**config.mk**
```make
export PLATFORM = sky130hd
export DESIGN_NAME = cmp_ref_channel
export DESIGN_NICKNAME = d
export VERILOG_FILES = /design/src/rtl/cmp_ref_pkg.sv /design/src/rtl/cmp_ref_ctrl.sv /design/src/rtl/cmp_ref_dp.sv /design/src/rtl/cmp_ref_channel.sv
export SDC_FILE = /design/constraint.sdc
export NUM_CORES = 1
export LEC_CHECK = 0
export BUFFER_PORTS_ARGS = -buffer_cell sky130_fd_sc_hd__buf_2
export CORE_MARGIN = 2
export CORE_UTILIZATION = 46
export DETAILED_ROUTE_END_ITERATION = 8
export MAX_ROUTING_LAYER = met4
export PLACE_DENSITY = 0.69
export RECOVER_POWER = 50
export SYNTH_ARGS = -nofsm -noshare
export SYNTH_HDL_FRONTEND = slang
export SYNTH_SLANG_ARGS = --single-unit
```
**constraint.sdc**
```tcl
create_clock -name clk -period 5.5 [get_ports clk]
set_clock_uncertainty 0.05 [all_clocks]
set_input_delay 1.1 -clock clk [delete_from_list [all_inputs] [get_ports clk]]
set_output_delay 1.1 -clock clk [all_outputs]
set_load 0.005 [all_outputs]
```
**src/rtl/cmp_ref_pkg.sv**
```systemverilog
package cmp_ref_pkg;

  typedef enum logic [2:0] {
    MODE_HOLD   = 3'b000,
    MODE_SETHI  = 3'b001,
    MODE_SETLO  = 3'b010,
    MODE_TOGGLE = 3'b011,
    MODE_LOW    = 3'b100,
    MODE_HIGH   = 3'b101,
    MODE_PWMA   = 3'b110,
    MODE_PWMB   = 3'b111
  } refMode_t;

  typedef struct packed {
    logic wrToShadow;
    logic preToShadow;
    logic refLoad;
    logic refVal;
    logic clrSet;
    logic clrRel;
  } refStrobe_t;

endpackage

```
**src/rtl/cmp_ref_ctrl.sv**
```systemverilog
module cmp_ref_ctrl
  import cmp_ref_pkg::*;
(
  input  logic       wrEn,
  input  logic       preloadEn,
  input  logic       updEvt,
  input  logic [2:0] mode,
  input  logic       clrEn,
  input  logic       extClr,
  input  logic       eqNow,
  input  logic       gtNow,
  input  logic       refLvl,
  output refStrobe_t strb
);

  refMode_t modeSel;
  assign modeSel = refMode_t'(mode);

  always_comb begin
    strb.wrToShadow  = wrEn && !preloadEn;
    strb.preToShadow = updEvt && preloadEn;
    strb.clrSet      = clrEn && extClr;
    strb.clrRel      = updEvt && !(clrEn && extClr);
    strb.refLoad     = 1'b0;
    strb.refVal      = refLvl;
    unique case (modeSel)
      MODE_HOLD: begin
        strb.refLoad = 1'b0;
        strb.refVal  = refLvl;
      end
      MODE_SETHI: begin
        strb.refLoad = eqNow;
        strb.refVal  = 1'b1;
      end
      MODE_SETLO: begin
        strb.refLoad = eqNow;
        strb.refVal  = 1'b0;
      end
      MODE_TOGGLE: begin
        strb.refLoad = eqNow;
        strb.refVal  = !refLvl;
      end
      MODE_LOW: begin
        strb.refLoad = 1'b1;
        strb.refVal  = 1'b0;
      end
      MODE_HIGH: begin
        strb.refLoad = 1'b1;
        strb.refVal  = 1'b1;
      end
      MODE_PWMA: begin
        strb.refLoad = 1'b1;
        strb.refVal  = !gtNow;
      end
      MODE_PWMB: begin
        strb.refLoad = 1'b1;
        strb.refVal  = gtNow;
      end
      default: begin
        strb.refLoad = 1'b0;
        strb.refVal  = refLvl;
      end
    endcase
  end

endmodule

```
**src/rtl/cmp_ref_dp.sv**
```systemverilog
module cmp_ref_dp
  import cmp_ref_pkg::*;
#(
  parameter int CNT_W = 16
) (
  input  logic             clk,
  input  logic             rstN,
  input  logic [CNT_W-1:0] cnt,
  input  logic             wrEn,
  input  logic [CNT_W-1:0] wrData,
  input  refStrobe_t       strb,
  output logic [CNT_W-1:0] shadowVal,
  output logic             eqNow,
  output logic             gtNow,
  output logic             refLvl,
  output logic             clrHold,
  output logic             matchQ
);

  logic [CNT_W-1:0] preloadVal;

  always_ff @(posedge clk) begin
    if (!rstN) begin
      preloadVal <= '0;
    end else if (wrEn) begin
      preloadVal <= wrData;
    end
  end

  always_ff @(posedge clk) begin
    if (!rstN) begin
      shadowVal <= '0;
    end else if (strb.wrToShadow) begin
      shadowVal <= wrData;
    end else if (strb.preToShadow) begin
      shadowVal <= preloadVal;
    end
  end

  assign eqNow = (cnt == shadowVal);
  assign gtNow = (cnt > shadowVal);

  always_ff @(posedge clk) begin
    if (!rstN) begin
      refLvl  <= 1'b0;
      clrHold <= 1'b0;
      matchQ  <= 1'b0;
    end else begin
      if (strb.refLoad) refLvl <= strb.refVal;
      if (strb.clrSet) clrHold <= 1'b1;
      else if (strb.clrRel) clrHold <= 1'b0;
      matchQ <= eqNow;
    end
  end

  // shadow holds while buffered and no update arrives
  p_shadow_hold_r3: assert property (@(posedge clk) disable iff (!rstN)
    (!strb.wrToShadow && !strb.preToShadow) |=> $stable(shadowVal));

endmodule

```
**src/rtl/cmp_ref_channel.sv**
```systemverilog
module cmp_ref_channel
  import cmp_ref_pkg::*;
#(
  parameter int CNT_W = 16
) (
  input  logic             clk,
  input  logic             rstN,
  input  logic [CNT_W-1:0] cnt,
  input  logic             wrEn,
  input  logic [CNT_W-1:0] wrData,
  input  logic             preloadEn,
  input  logic             updEvt,
  input  logic [2:0]       mode,
  input  logic             clrEn,
  input  logic             extClr,
  input  logic             irqEn,
  output logic             refOut,
  output logic             trigRef,
  output logic             cmpMatch,
  output logic             irq
);

  refStrobe_t       strb;
  logic [CNT_W-1:0] shadowVal;
  logic             eqNow;
  logic             gtNow;
  logic             refLvl;
  logic             clrHold;
  logic             matchQ;

  cmp_ref_ctrl u_ctrl (
    .wrEn      (wrEn),
    .preloadEn (preloadEn),
    .updEvt    (updEvt),
    .mode      (mode),
    .clrEn     (clrEn),
    .extClr    (extClr),
    .eqNow     (eqNow),
    .gtNow     (gtNow),
    .refLvl    (refLvl),
    .strb      (strb)
  );

  cmp_ref_dp #(.CNT_W(CNT_W)) u_dp (
    .clk       (clk),
    .rstN      (rstN),
    .cnt       (cnt),
    .wrEn      (wrEn),
    .wrData    (wrData),
    .strb      (strb),
    .shadowVal (shadowVal),
    .eqNow     (eqNow),
    .gtNow     (gtNow),
    .refLvl    (refLvl),
    .clrHold   (clrHold),
    .matchQ    (matchQ)
  );

  assign refOut   = refLvl && !clrHold;
  assign trigRef  = refOut;
  assign cmpMatch = matchQ;
  assign irq      = matchQ && irqEn;

  p_direct_write_r2: assert property (@(posedge clk) disable iff (!rstN)
    (wrEn && !preloadEn) |=> (shadowVal == $past(wrData)));

  p_toggle_r4: assert property (@(posedge clk) disable iff (!rstN)
    (mode == MODE_TOGGLE && cnt == shadowVal) |=> (refLvl != $past(refLvl)));

  p_force_low_r6: assert property (@(posedge clk) disable iff (!rstN)
    (mode == MODE_LOW) |=> !refOut);

  p_force_high_r6: assert property (@(posedge clk) disable iff (!rstN)
    (mode == MODE_HIGH) |=> refLvl);

  p_clear_low_r9: assert property (@(posedge clk) disable iff (!rstN)
    (clrEn && extClr) |=> !refOut);

  p_match_flag_r10: assert property (@(posedge clk) disable iff (!rstN)
    (cnt == shadowVal) |=> cmpMatch);

endmodule

```
==> summary.md <==
| Metric | Value |
|---|---|
| Most common flop cell mapped by yosys | `dfxtp_1` |
| Final hold violations | `0` |
| DR iter-0 viols | `60` |
| Register area share after synthesis | `35.18%` |
| Die ar. | `0.004873 mm2` |
| Achievable Freq | `257.3 MHz` |
| Number of distinct library cells after synthesis | `32` |
| R2R Setup Slk | `3.43 ns` |
| Status | `finished clean` |
| Post-Syn Nets | `269` |
| Setup_tns | `0 ns` |
| LEAKAGE | `0.001221 uW` |
| DRC Markers | `0` |
| Hold Crit Start | `u_dp.clrHold` |
| Vias in the first global route | `1,513` |
| Max-slew violations | `0` |
| Worst skew pair latency | `0.28 ns` |
| Initial antenna violation count | `0` |
| Fin crit period | `3.886 ns` |
| Final net count | `310` |
| CTS Buf Count | `5` |
| Area grow syn2layout | `17.27%` |
| Worst Path Arrival | `4.01 ns` |
| Routed WL | `3738 um` |
| Pwr dens | `266.4 mW/mm2` |
| Total track usage | `17.23%` |
| Asr flop ratio synth | `0%` |
| Global-route wire length before repair | `6651 um` |
| Syn Area/Cell | `9.485 um2` |
| Hold_buf cts | `0` |
| Post CTS Setup Buffer Count | `0` |
| H-tree levels | `2` |
| Half-perimeter wire length after placement | `2832 um` |
| Largest buffer count on any clock path | `2` |
| Min-delay worst type | `reg2reg` |
| Final setup violating endpoints | `0` |
| WL per Instance | `12.38 um` |
| Total iterations of the first detailed-routing run | `5` |
| Register bit total from synthesis | `35` |
| Yosys top cell area share | `35.18%` |
| Vias/cell | `5.053` |
| CTS sink cnt | `35` |
| Post-synth EDFFs | `0` |
| R2r worst-path depth | `7` |
| # diodes | `0` |
| Largest net degree at the start of global routing | `37` |
| Buffers on Ports | `46` |
| Core area | `0.004086 mm2` |
| Placement Rows | `23` |
| Post-CTS resize count | `0` |
| Total number of vias | `1,526` |
| Fraction of layout cells with a size suffix above 1 | `22.62%` |
| Die H | `69.81 um` |
| CTS tree | `done` |
| Final core occ | `57.16%` |
| Worst Hold Depth | `2` |
| Synth warnings | `0` |
| Mapped cell area | `0.001992 mm2` |
| Commonest cells post-synth | `35 x dfxtp_1, 32 x mux2i_1, 23 x inv_1` |
| Slew margin rel. | `6.464%` |
| CP Capture Type | `flip-flop` |
| Max Cap Viol | `0` |
| Post-route antenna net violation count | `0` |
| RSZ-0062 raised after global routing | `false` |
| Final Cycle Share | `70.65%` |
| Sink of the worst hold path | `u_dp.clrHold` |
| GR Overflow Total | `0` |
| Most frequent cell after synthesis | `dfxtp_1` |
| Worst Tran Pin Value | `1.403 ns` |
| Crit path max fanout | `32` |
| Clock slew at reported path FFs | `0.07 ns` |
| Die width | `69.81 um` |
| Kind of critical path | `in2reg` |
| Routability cong. | `0.7868` |
| Reg2reg end | `u_dp.refLvl` |
| Ports | `47` |
| Yosys top cell by area | `dfxtp_1` |
| Clock root buffer | `clkbuf_8` |
| Largest cells by area after synthesis | `dfxtp_1 35%, mux2i_1 16%, ha_1 10%` |
| Required time of the critical path | `5.62 ns` |
| Initial cell density of the core | `48.74%` |
| Mapped Cells | `210` |
| Setup crit start kind | `input pin` |
| Critical R2R Launch | `u_dp.shadowVal[15]` |
| Peak supply drop | `184.1 uV` |
-- where the power goes --
part           switching, uW  internal, uW  leakage (uW)  total, uW
clock network           91.3           135     0.0000581        226
registers               8.52           271      0.000289        280
logic                   59.8          56.6      0.000873        116
total                    160           463       0.00122        622
-- metal layers --
layer  wire, um  track usage (%)  share of wire, %
met4         29            4.487              0.78
met2       1768            27.41                47
met3        133            4.506               3.6
met1       1806            21.79                48
met5          0                -                 0
-- layout make-up --
type                    instances  area, um2
flip-flops and latches         35      700.7
inverters                      23      86.33
repair buffers                 46      226.5
clock inverters                 3      43.79
fillers                       395       1750
well taps                      50      62.56
clock buffers                   5      68.82
multi-input cells             140       1147
-- sequential cells by signal, summed over array words and instances, names as in the netlist --
register         cells
u_dp.shadowVal      16
u_dp.preloadVal     16
u_dp.refLvl          1
u_dp.clrHold         1
u_dp.matchQ          1
-- kinds of logic (layout without fill, tap and decap cells) --
logic type | Yosys count | count (layout) | share of synthesized area (%)
adder cells (fa/ha/maj) | 16 | 16 | 10.05
buffers and inverters | 35 | 77 | 7.349
AND/OR/NAND/NOR | 55 | 55 | 15.64
AO/OA/AOI/OAI | 36 | 36 | 15.14
multiplexers | 33 | 33 | 16.65
flip-flops | 35 | 35 | 35.18
-- per-stage QoR --
step                hold WS (ns)  cells  setup WS [ns]  instance area [um2]  power (uW)
CTS                       0.4459    302          2.083                 2340       630.0
global route              0.4678    302          1.302                 2336       662.0
global placement          0.4255    294          1.894                 2227       399.1
finish                    0.4462    302          1.614                 2336       622.3
detailed placement        0.4359    294          1.796                 2227       402.2
floorplan                 0.4036    210          2.820                 1992       367.7
-- worst max path at each step --
stage / startpoint / end / slack (ns) / cells after the start
after floorplan: cnt[14] / u_dp.refLvl / 2.82 / 6
after global placement: wrEn / u_dp.shadowVal[2] / 1.89 / 5
after detailed placement: wrEn / u_dp.shadowVal[15] / 1.80 / 5
after CTS: wrEn / u_dp.shadowVal[10] / 2.08 / 5
after global routing: wrEn / u_dp.shadowVal[12] / 1.30 / 5
final: wrEn / u_dp.shadowVal[14] / 1.61 / 5
-- cell usage in the layout (no fill, tap or decap), types with 2 or more instances in the layout --
master	instances
clkbuf_1	3
buf_2	42
o211a_1	16
nor2b_1	17
o21ai_0	3
and2_1	2
clkbuf_8	5
nand3_1	3
nor2_1	3
nand4_2	2
nand2b_1	3
ha_1	16
nand2_1	20
inv_1	23
dfxtp_1	35
a21oi_1	6
a2111oi_1	2
mux2i_1	32
-- critical path, cell delays in order --
cell      delay, ns
clkbuf_1       0.85
nor2b_2        0.99
a21o_1         0.75
nand2_1        0.14
o211a_1        0.17
No activity file was read; power rests on OpenSTA's default activity.
